**config.mk**
```make
export PLATFORM = sky130hd
export DESIGN_NAME = dpot_i2c_ctrl
export DESIGN_NICKNAME = d
export VERILOG_FILES = /design/src/rtl/dpot_pkg.sv /design/src/rtl/dpot_sync.sv /design/src/rtl/dpot_link.sv /design/src/rtl/dpot_wiper.sv /design/src/rtl/dpot_i2c_ctrl.sv
export SDC_FILE = /design/constraint.sdc
export NUM_CORES = 1
export LEC_CHECK = 0
export BUFFER_PORTS_ARGS = -buffer_cell sky130_fd_sc_hd__clkbuf_2
export CAP_MARGIN = 5
export CORE_ASPECT_RATIO = 1.4
export CORE_MARGIN = 5
export CORE_UTILIZATION = 52
export CTS_BUF_LIST = sky130_fd_sc_hd__clkbuf_2 sky130_fd_sc_hd__clkbuf_4 sky130_fd_sc_hd__clkbuf_8
export DETAILED_ROUTE_END_ITERATION = 6
export GPL_TIMING_DRIVEN = 0
export PLACE_DENSITY = 0.7
export SLEW_MARGIN = 40
export SYNTH_ARGS = -nofsm -noshare
export SYNTH_HDL_FRONTEND = slang
export SYNTH_SLANG_ARGS = --single-unit
```
**constraint.sdc**
```tcl
create_clock -name clk -period 2.5 [get_ports clk]
set_clock_uncertainty 0.2 [all_clocks]
set_input_delay 0.125 -clock clk [delete_from_list [all_inputs] [get_ports clk]]
set_output_delay 0.125 -clock clk [all_outputs]
set_load 0.02 [all_outputs]
```
**src/rtl/dpot_pkg.sv**
```systemverilog
package dpot_pkg;
    localparam int unsigned BYTE_W    = 8;
    localparam int unsigned CNT_W     = $clog2(BYTE_W + 1);
    localparam int unsigned CMD_MID_B = 6;
    localparam int unsigned CMD_OFF_B = 5;

    typedef enum logic [3:0] {
        ST_IDLE,
        ST_ADDR,
        ST_ADDR_ACK,
        ST_CMD,
        ST_CMD_ACK,
        ST_DATA,
        ST_DATA_ACK,
        ST_TX,
        ST_TX_ACK,
        ST_IGNORE
    } link_state_e;
endpackage

```
**src/rtl/dpot_sync.sv**
```systemverilog
module dpot_sync #(
    parameter int unsigned LINES  = 2,
    parameter int unsigned STAGES = 2
) (
    input  logic             clk,
    input  logic             rst_n,
    input  logic [LINES-1:0] raw_i,
    output logic [LINES-1:0] now_o,
    output logic [LINES-1:0] prev_o
);
    localparam int unsigned DEPTH = STAGES + 1;

    for (genvar g = 0; g < LINES; g++) begin : g_line
        logic [DEPTH-1:0] chain_q;
        always_ff @(posedge clk or negedge rst_n) begin
            if (!rst_n) chain_q <= '1;
            else        chain_q <= {chain_q[DEPTH-2:0], raw_i[g]};
        end
        assign now_o[g]  = chain_q[STAGES-1];
        assign prev_o[g] = chain_q[STAGES];
    end
endmodule

```
**src/rtl/dpot_link.sv**
```systemverilog
module dpot_link
    import dpot_pkg::*;
#(
    parameter logic [5:0] ADDR_HI = 6'b010110
) (
    input  logic              clk,
    input  logic              rst_n,
    input  logic              scl_s,
    input  logic              scl_d,
    input  logic              sda_s,
    input  logic              sda_d,
    input  logic              sel_i,
    input  logic [BYTE_W-1:0] rd_code_i,
    output logic              sda_oe_o,
    output logic              cmd_we_o,
    output logic              data_we_o,
    output logic [BYTE_W-1:0] wr_byte_o
);
    link_state_e       state_q, state_d;
    logic [CNT_W-1:0]  bit_cnt_q;
    logic [BYTE_W-1:0] rx_sh_q, tx_sh_q;
    logic              mid_q, m_ack_q;

    logic scl_rise, scl_fall, start_ev, stop_ev, byte_done, addr_hit;
    assign scl_rise  = scl_s & ~scl_d;
    assign scl_fall  = ~scl_s & scl_d;
    assign start_ev  = scl_s & scl_d & sda_d & ~sda_s;
    assign stop_ev   = scl_s & scl_d & ~sda_d & sda_s;
    assign byte_done = scl_fall && (bit_cnt_q == CNT_W'(BYTE_W));
    assign addr_hit  = (rx_sh_q[BYTE_W-1:1] == {ADDR_HI, sel_i});
    assign wr_byte_o = rx_sh_q;

    always_comb begin
        state_d = state_q;
        if (start_ev)     state_d = ST_ADDR;
        else if (stop_ev) state_d = ST_IDLE;
        else begin
            unique case (state_q)
                ST_IDLE:     state_d = ST_IDLE;
                ST_ADDR:     if (byte_done) state_d = addr_hit ? ST_ADDR_ACK : ST_IGNORE;
                ST_ADDR_ACK: if (scl_fall)  state_d = rx_sh_q[0] ? ST_TX : ST_CMD;
                ST_CMD:      if (byte_done) state_d = ST_CMD_ACK;
                ST_CMD_ACK:  if (scl_fall)  state_d = ST_DATA;
                ST_DATA:     if (byte_done) state_d = ST_DATA_ACK;
                ST_DATA_ACK: if (scl_fall)  state_d = ST_IGNORE;
                ST_TX:       if (byte_done) state_d = ST_TX_ACK;
                ST_TX_ACK:   if (scl_fall)  state_d = m_ack_q ? ST_TX : ST_IGNORE;
                ST_IGNORE:   state_d = ST_IGNORE;
                default:     state_d = ST_IDLE;
            endcase
        end
    end

    always_ff @(posedge clk or negedge rst_n) begin
        if (!rst_n) state_q <= ST_IDLE;
        else        state_q <= state_d;
    end

    always_ff @(posedge clk or negedge rst_n) begin
        if (!rst_n) begin
            bit_cnt_q <= '0;
            rx_sh_q   <= '0;
            tx_sh_q   <= '0;
            mid_q     <= 1'b0;
            m_ack_q   <= 1'b0;
            sda_oe_o  <= 1'b0;
            cmd_we_o  <= 1'b0;
            data_we_o <= 1'b0;
        end else begin
            cmd_we_o  <= 1'b0;
            data_we_o <= 1'b0;
            if (start_ev) begin
                bit_cnt_q <= '0;
                sda_oe_o  <= 1'b0;
            end else if (stop_ev) begin
                sda_oe_o  <= 1'b0;
            end else begin
                unique case (state_q)
                    ST_ADDR, ST_CMD, ST_DATA: begin
                        if (scl_rise) begin
                            rx_sh_q   <= {rx_sh_q[BYTE_W-2:0], sda_s};
                            bit_cnt_q <= bit_cnt_q + 1'b1;
                        end else if (byte_done) begin
                            if (state_q != ST_ADDR || addr_hit) sda_oe_o <= 1'b1;
                            if (state_q == ST_CMD) begin
                                cmd_we_o <= 1'b1;
                                mid_q    <= rx_sh_q[CMD_MID_B];
                            end
                            if (state_q == ST_DATA) data_we_o <= ~mid_q;
                        end
                    end
                    ST_ADDR_ACK: if (scl_fall) begin
                        bit_cnt_q <= '0;
                        if (rx_sh_q[0]) begin
                            tx_sh_q  <= rd_code_i;
                            sda_oe_o <= ~rd_code_i[BYTE_W-1];
                        end else begin
                            sda_oe_o <= 1'b0;
                        end
                    end
                    ST_CMD_ACK: if (scl_fall) begin
                        bit_cnt_q <= '0;
                        sda_oe_o  <= 1'b0;
                    end
                    ST_DATA_ACK: if (scl_fall) sda_oe_o <= 1'b0;
                    ST_TX: begin
                        if (scl_rise) bit_cnt_q <= bit_cnt_q + 1'b1;
                        else if (byte_done) sda_oe_o <= 1'b0;
                        else if (scl_fall) begin
                            tx_sh_q  <= tx_sh_q << 1;
                            sda_oe_o <= ~tx_sh_q[BYTE_W-2];
                        end
                    end
                    ST_TX_ACK: begin
                        if (scl_rise) m_ack_q <= ~sda_s;
                        else if (scl_fall && m_ack_q) begin
                            bit_cnt_q <= '0;
                            tx_sh_q   <= rd_code_i;
                            sda_oe_o  <= ~rd_code_i[BYTE_W-1];
                        end
                    end
                    default: ;
                endcase
            end
        end
    end

    // a new pull-down only starts while SCL is low
    a_r4_drive_scl_low: assert property (@(posedge clk) disable iff (!rst_n)
        $rose(sda_oe_o) |-> !scl_s);
    // STOP always leaves the line released
    a_r10_stop_release: assert property (@(posedge clk) disable iff (!rst_n)
        stop_ev |=> !sda_oe_o);
    // idle or ignoring means hands off the bus
    a_r6_quiet_states: assert property (@(posedge clk) disable iff (!rst_n)
        (state_q == ST_IDLE || state_q == ST_IGNORE) |-> !sda_oe_o);
    // command and tap writes are separate events
    a_r3_one_write: assert property (@(posedge clk) disable iff (!rst_n)
        $onehot0({cmd_we_o, data_we_o}));
endmodule

```
**src/rtl/dpot_wiper.sv**
```systemverilog
module dpot_wiper
    import dpot_pkg::*;
(
    input  logic              clk,
    input  logic              rst_n,
    input  logic              cmd_we_i,
    input  logic              data_we_i,
    input  logic [BYTE_W-1:0] wr_byte_i,
    output logic [BYTE_W-1:0] tap_o,
    output logic              sleep_o
);
    localparam logic [BYTE_W-1:0] MIDSCALE = BYTE_W'(1) << (BYTE_W - 1);

    always_ff @(posedge clk or negedge rst_n) begin
        if (!rst_n) begin
            tap_o   <= MIDSCALE;
            sleep_o <= 1'b0;
        end else if (cmd_we_i) begin
            if (wr_byte_i[CMD_MID_B]) tap_o <= MIDSCALE;
            sleep_o <= wr_byte_i[CMD_OFF_B];
        end else if (data_we_i) begin
            tap_o <= wr_byte_i;
        end
    end

    // midscale command lands on 0x80
    a_r7_midscale: assert property (@(posedge clk) disable iff (!rst_n)
        (cmd_we_i && wr_byte_i[CMD_MID_B]) |=> tap_o == MIDSCALE);
    // shutdown flag follows the command bit
    a_r8_sleep_bit: assert property (@(posedge clk) disable iff (!rst_n)
        cmd_we_i |=> sleep_o == $past(wr_byte_i[CMD_OFF_B]));
    // tap byte is loaded as received
    a_r3_tap_load: assert property (@(posedge clk) disable iff (!rst_n)
        data_we_i |=> tap_o == $past(wr_byte_i));
    // no write pulse, no change
    a_r9_hold: assert property (@(posedge clk) disable iff (!rst_n)
        (!cmd_we_i && !data_we_i) |=> ($stable(tap_o) && $stable(sleep_o)));
endmodule

```
**src/rtl/dpot_i2c_ctrl.sv**
```systemverilog
module dpot_i2c_ctrl
    import dpot_pkg::*;
#(
    parameter logic [5:0]  ADDR_HI   = 6'b010110,
    parameter int unsigned SYNC_STG  = 2
) (
    input  logic              clk,
    input  logic              rst_n,
    input  logic              scl_i,
    input  logic              sda_i,
    input  logic              addr_sel_i,
    output logic              sda_oe_o,
    output logic [BYTE_W-1:0] tap_o,
    output logic              sleep_o
);
    logic [1:0]        line_now, line_prev;
    logic              cmd_we, data_we;
    logic [BYTE_W-1:0] wr_byte;

    dpot_sync #(.LINES(2), .STAGES(SYNC_STG)) u_sync (
        .clk    (clk),
        .rst_n  (rst_n),
        .raw_i  ({scl_i, sda_i}),
        .now_o  (line_now),
        .prev_o (line_prev)
    );

    dpot_link #(.ADDR_HI(ADDR_HI)) u_link (
        .clk       (clk),
        .rst_n     (rst_n),
        .scl_s     (line_now[1]),
        .scl_d     (line_prev[1]),
        .sda_s     (line_now[0]),
        .sda_d     (line_prev[0]),
        .sel_i     (addr_sel_i),
        .rd_code_i (tap_o),
        .sda_oe_o  (sda_oe_o),
        .cmd_we_o  (cmd_we),
        .data_we_o (data_we),
        .wr_byte_o (wr_byte)
    );

    dpot_wiper u_wiper (
        .clk       (clk),
        .rst_n     (rst_n),
        .cmd_we_i  (cmd_we),
        .data_we_i (data_we),
        .wr_byte_i (wr_byte),
        .tap_o     (tap_o),
        .sleep_o   (sleep_o)
    );
endmodule

```
# [Word level (Yosys, flattened, before mapping)]
# Cells that the tools add are included.
[totals] ff_bits=43 in_bits=5 output_inout_bits=10
[op_classes] add_sub_neg=1 eq_ne=41 muxes=58 n_bitwise=17 n_reduce_logical=19
[op_table] operator="$mux 4" count=18
[op_table] operator="$ne 4x1->1 const B" count=13
[op_table] operator="$mux 7" count=7
[op_table] operator="$pmux 4 s9" count=1
[op_table] operator="$mux 1" count=25
[op_table] operator="$mux 8" count=3
[op_table] operator="$pmux 7 s3" count=1
[op_table] operator="$reduce_and 10->1" count=2
[op_table] operator="$eq 4x3->1 const B" count=4
[op_table] operator="$eq 4x4->1 const B" count=3
[op_table] operator="$ne 4x4->1 const B" count=3
[op_table] operator="$pmux 4 s3" count=1
[op_table] operator="$reduce_and 6->1" count=2
[op_table] operator="$ne 2x1->1 const B" count=5
[op_table] operator="$not 1->1" count=10
[op_table] operator="$ne 3x1->1 const B" count=3
[op_table] operator="$eq 4x2->1 const B" count=2
[op_table] operator="$ne 2x2->1 const B" count=4
[op_table] operator="$reduce_and 4->1" count=2
[op_table] operator="$reduce_and 8->1" count=1
[op_table] operator="$and 1x1->1" count=7
[op_table] operator="$eq 7x6->1" count=1
[op_table] operator="$reduce_bool 7->1" count=1
[op_table] operator="$ne 5x1->1 const B" count=1
[op_table] operator="14 further kinds" count=16

# [Depth between registers and ports, before layout]
[depth] depth_word=8 mapped_depth=8 depth_no_buf=7

# [Hierarchy]
# From an unflattened synthesis, not the netlist that was laid out.
[hier_totals] hier_cells=222 hier_area_um2=2449.8
[by_module_without_submodules] module="dpot_link" n_inst=1 cells_each=181 area_per_inst_um2=1813.0 seq_area_each_um2=700.7
[by_module_without_submodules] module="dpot_wiper" n_inst=1 cells_each=31 area_per_inst_um2=449.2 seq_area_each_um2=226.5
[by_module_without_submodules] module="dpot_sync" n_inst=1 cells_each=10 area_per_inst_um2=187.7 seq_area_each_um2=157.7

# [Worst setup path before layout]
# OpenSTA, ideal clock, no wires.
[synth_path] kind="reg-to-reg" start="register u_sync.g_line[1].chain_q[2]" end="register u_link.tx_sh_q[2]" setup_ns=0.073 arrival_time_ns=1.606 slack_ns=0.621 stages_incl_launch_ff=7 path_buffers=1 period_less_slack_ns=1.879 path_cell_list="dfstp_2 -> nor2b_1 -> o2bb2ai_1 -> a221oi_4 -> buf_6 -> nor2_2 -> a21oi_2"
[synth_via] elab_chain_cells=5 elab_cells_between_ends=19
[synth_rtl] item="start: declaration" line="dpot_sync.sv:14" text="logic [DEPTH-1:0] chain_q;"
[synth_rtl] item="start signal: assignment" line="dpot_sync.sv:17" text="else chain_q <= {chain_q[DEPTH-2:0], raw_i[g]};"
[synth_rtl] item="$and 1x1->1" line="dpot_link.sv:27, dpot_link.sv:28"
[synth_rtl] item="$and 1x1->1, on equally long branches (2 in a row)" line="dpot_link.sv:27, dpot_link.sv:28"
[synth_rtl] item="$not 1->1 (no source line)"
[synth_rtl] item="$reduce_and 10->1 (no source line) *"
[synth_rtl] item="end signal: assignment" line="dpot_link.sv:95" text="tx_sh_q <= rd_code_i;"
[synth_rtl] item="end signal: assignment" line="dpot_link.sv:110" text="tx_sh_q <= tx_sh_q << 1;"
[synth_rtl] item="end signal: assignment" line="dpot_link.sv:118" text="tx_sh_q <= rd_code_i;"
[synth_rtl] item="end: declaration" line="dpot_link.sv:21" text="logic [BYTE_W-1:0] rx_sh_q, tx_sh_q;"
# Every way passes the cells marked *; elsewhere a longest branch is shown, timed or not.
# A chain may end at the register's enable or synchronous reset.

# [Final worst setup path]
[layout_path] start="register u_link.state_q[1]" end="register u_link.bit_cnt_q[2]"
[layout_via] elab_chain_cells=5 elab_cells_between_ends=18
[layout_rtl] item="start: declaration" line="dpot_link.sv:19" text="link_state_e state_q, state_d;"
[layout_rtl] item="start signal: assignment" line="dpot_link.sv:56" text="else state_q <= state_d;"
[layout_rtl] item="$eq 4x1->1, or another cell as far along" line="dpot_link.sv:78" text="unique case (state_q)"
[layout_rtl] item="$reduce_or 4->1 (no source line) or $reduce_or 2->1 (tied branches)"
[layout_rtl] item="$pmux 4 s3" line="dpot_link.sv:78"
[layout_rtl] item="$mux 4" line="dpot_link.sv:75" text="end else if (stop_ev) begin"
[layout_rtl] item="$mux 4" line="dpot_link.sv:72" text="if (start_ev) begin"
[layout_rtl] item="end signal: assignment" line="dpot_link.sv:82" text="bit_cnt_q <= bit_cnt_q + 1'b1;"
[layout_rtl] item="end signal: assignment" line="dpot_link.sv:107" text="if (scl_rise) bit_cnt_q <= bit_cnt_q + 1'b1;"
[layout_rtl] item="end: declaration" line="dpot_link.sv:20" text="logic [CNT_W-1:0] bit_cnt_q;"
# Several ways; a longest one is shown, not always the timed one. The select of a mux whose other input is x is not followed.

==> metrics.txt <==
Compound-Gate Fraction of Synth Area 17.0%; # setup viols final 0; Post-synth EDFFs 0; count leader, synth dfrtp_1; initial antenna violation count 0; dpl cell area 2460 um^2; post-synthesis simple-gate area fraction 18.8%; core footprint 4270 um^2; Die X 66.4 um; filler instances 384; Via-to-Cell Ratio 5.77; register area share after synthesis 46.9%; global-route wire length before repair 8520 um; number of synthesis warnings 0; r2r endpoint u_link.bit_cnt_q[2]; number of buffers added on ports 14; Clock Power Share 19.0%; vias in the first global route 1723; Post-DRT Antenna Nets 0; Layout Cell Area excl Fill 2590 um^2; Max-Slew Margin vs Limit 59.7%; synthesis-stage register bit count 43; Synth Area in XOR/XNOR 0.758%; post-synthesis cell area 2310 um^2; largest net degree at the start of global routing 44; worst vdd ir 0.637 mV; Die H 88.9 um; CP Capture Type register; DIE AREA 5900 um^2; Worst Hold Path EP u_sync.g_line[0].chain_q[1]; Min-Delay Path Depth 0; Final period util 87.9%; CTS tree built; initial detailed-routing violation count 75; Internal Power 1.52 mW; Overall Global Routing Usage 19.1%; worst hold slack 0.162 ns; Worst Setup Start Kind register; Antenna Diode Count 0; kind of critical path register to register; Synth async-reset ratio 100%; Hold Path Origin u_sync.g_line[0].chain_q[0]; share of cells above drive strength 1 22.3%; Worst-Skew Late Latency 0.30 ns; worst path required time 2.49 ns; final WL 4940 um; Sequential Area 1080 um^2; Psw 0.977 mW; clock root buffer clkbuf_8; HPWL after detailed placement 3570 um; routed vias 1771; Layout Nets 253; Cell Rows 28; Max Clock Freq 455 MHz; wire per inst 16.1 um; cts bufs inserted 5; router iterations before antenna repair 4; Reg power frac 43.6%; commonest cells in the netlist dfrtp_1 (36), nor2_1 (18), mux2i_1 (16), o21ai_0 (13); min cycle time layout 2.20 ns; syn nets 229; clock buffer depth 2; synthesized-area fraction occupied by adder cells 1.52%; Syn Inst Count 222; Area Growth Syn to Fin 12.0%; post-synthesis mux area share 11.8%; H-tree levels 2; Final Hold Fails 0; most area-consuming cells after synthesis dfrtp_1 (39%), dfstp_2 (8.0%), mux2i_1 (6.9%), mux2_2 (4.4%), nor2_1 (2.9%); number of distinct library cells after synthesis 54; area leader, netlist dfrtp_1; GPL Wtd Cong 0.952; RR Startpoint u_link.state_q[1]; Slew Limit Fails 0; Most used DFF post-synth dfrtp_1; worst-case reg-to-reg path depth 5; Util after Layout 60.6%; combinational share of power 37.4%; largest family of logic cells by synthesized area simple AND/OR/NAND/NOR gates; Leak 1.09 nW; I/O pins 15; setup tns final 0 ns; area of the multi-input gates 1150 um^2; Avg Inst Size Synth 10.4 um^2; switching share of power 39.1%; Power, Total 2.50 mW; RSZ-0062 raised after global routing false; effective utilization at floorplan 54.1%; clk slew on worst S/H paths 0.08 ns; FF-to-FF setup slack 0.30 ns; status finished, final reports clean; P per Cell Area 966 nW/um^2; CP Max Fanout 8; hold crit path type register to register; Max Cap Viol 0; GR Overflow Total 0; Num Clock Sinks 43; Synth top area share 39.0%; # DRC 0; postcts setup bufs 0; crit path DAT 2.19 ns; worst-margin pin slew 0.605 ns
placed cells by master, fill, tap and decap left out, types with 7 or more instances in the layout:
cell,n
nand2_1,11
nor2_1,18
dfstp_2,7
a21oi_1,11
o21ai_0,13
mux2i_1,16
clkbuf_2,13
mux2_2,9
dfrtp_1,36
worst max-delay path by stage:
stage / from / end / slack (ns) / cells past startpoint
after detailed placement: u_link.state_q[1] / u_link.bit_cnt_q[2] / 0.30 / 5
final: u_link.state_q[1] / u_link.bit_cnt_q[2] / 0.30 / 5
after floorplan: u_sync.g_line[1].chain_q[2] / u_link.tx_sh_q[2] / 0.62 / 6
after CTS: u_link.state_q[1] / u_link.bit_cnt_q[2] / 0.30 / 5
after global placement: u_link.state_q[1] / u_link.bit_cnt_q[2] / 0.30 / 5
after global routing: u_link.state_q[1] / u_link.bit_cnt_q[2] / 0.14 / 5
power groups by stage:
stage	combinational [mW]	sequential (mW)	clock [mW]
2_1_floorplan	0.722	1.06	0
3_3_place_gp	0.918	1.10	0
3_5_place_dp	0.926	1.10	0
4_1_cts	0.931	1.09	0.487
5_1_grt	1.03	1.12	0.524
6_report	0.935	1.09	0.474
what timing repair did:
| item | in CTS | in global routing |
|---|---|---|
| hold buffers | 3 | 0 |
| endpoints found under the hold margin | 38 | 0 |
| gates resized for setup | 0 | 0 |
area by class of cell:
type	instances	area share [%]
buffer	9	2.03
clock buffer	6	3.19
clock inverter	2	0.628
inverter	6	0.870
multi-input combinational	164	44.5
sequential	43	41.9
tap	60	2.90
timing repair buffer	17	3.96
per-layer routing:
layer	vias up	global-route usage (%)	wire length [um]
li1	863	-	-
met1	845	23.7	2080
met2	53	32.2	2530
met3	10	3.27	210
met4	0	8.87	122
met5	-	0	0
kinds of logic (layout without fill, tap and decap cells):
family | count (synthesis) | after routing
fa+ha+maj | 3 | 3
compound gates | 55 | 55
buf+inv | 15 | 40
xor+xnor | 2 | 2
mux | 26 | 26
simple gates | 78 | 78
flops | 43 | 43
registers in the layout (all words and copies together), names as in the netlist, 4 cells and up:
name / flops
u_link.bit_cnt_q: 4
u_link.state_q: 4
u_link.tx_sh_q: 7
u_link.wr_byte_o: 8
u_sync.g_line.chain_q: 6
u_wiper.tap_o: 8
per-stage QoR:
| stage | worst slack, ns | instances |
|---|---|---|
| 4_1_cts | 0.297 | 307 |
| 3_5_place_dp | 0.300 | 296 |
| 5_1_grt | 0.141 | 307 |
| 6_report | 0.302 | 307 |
| 2_1_floorplan | 0.621 | 222 |
| 3_3_place_gp | 0.300 | 296 |
worst max-delay path, stage by stage (launching register included):
cell	delay [ns]
dfrtp_1	0.46
nor2_1	0.42
a211oi_1	0.19
o311ai_2	0.43
o21ai_1	0.14
a22o_1	0.25
(Power assumes the default switching activity.)
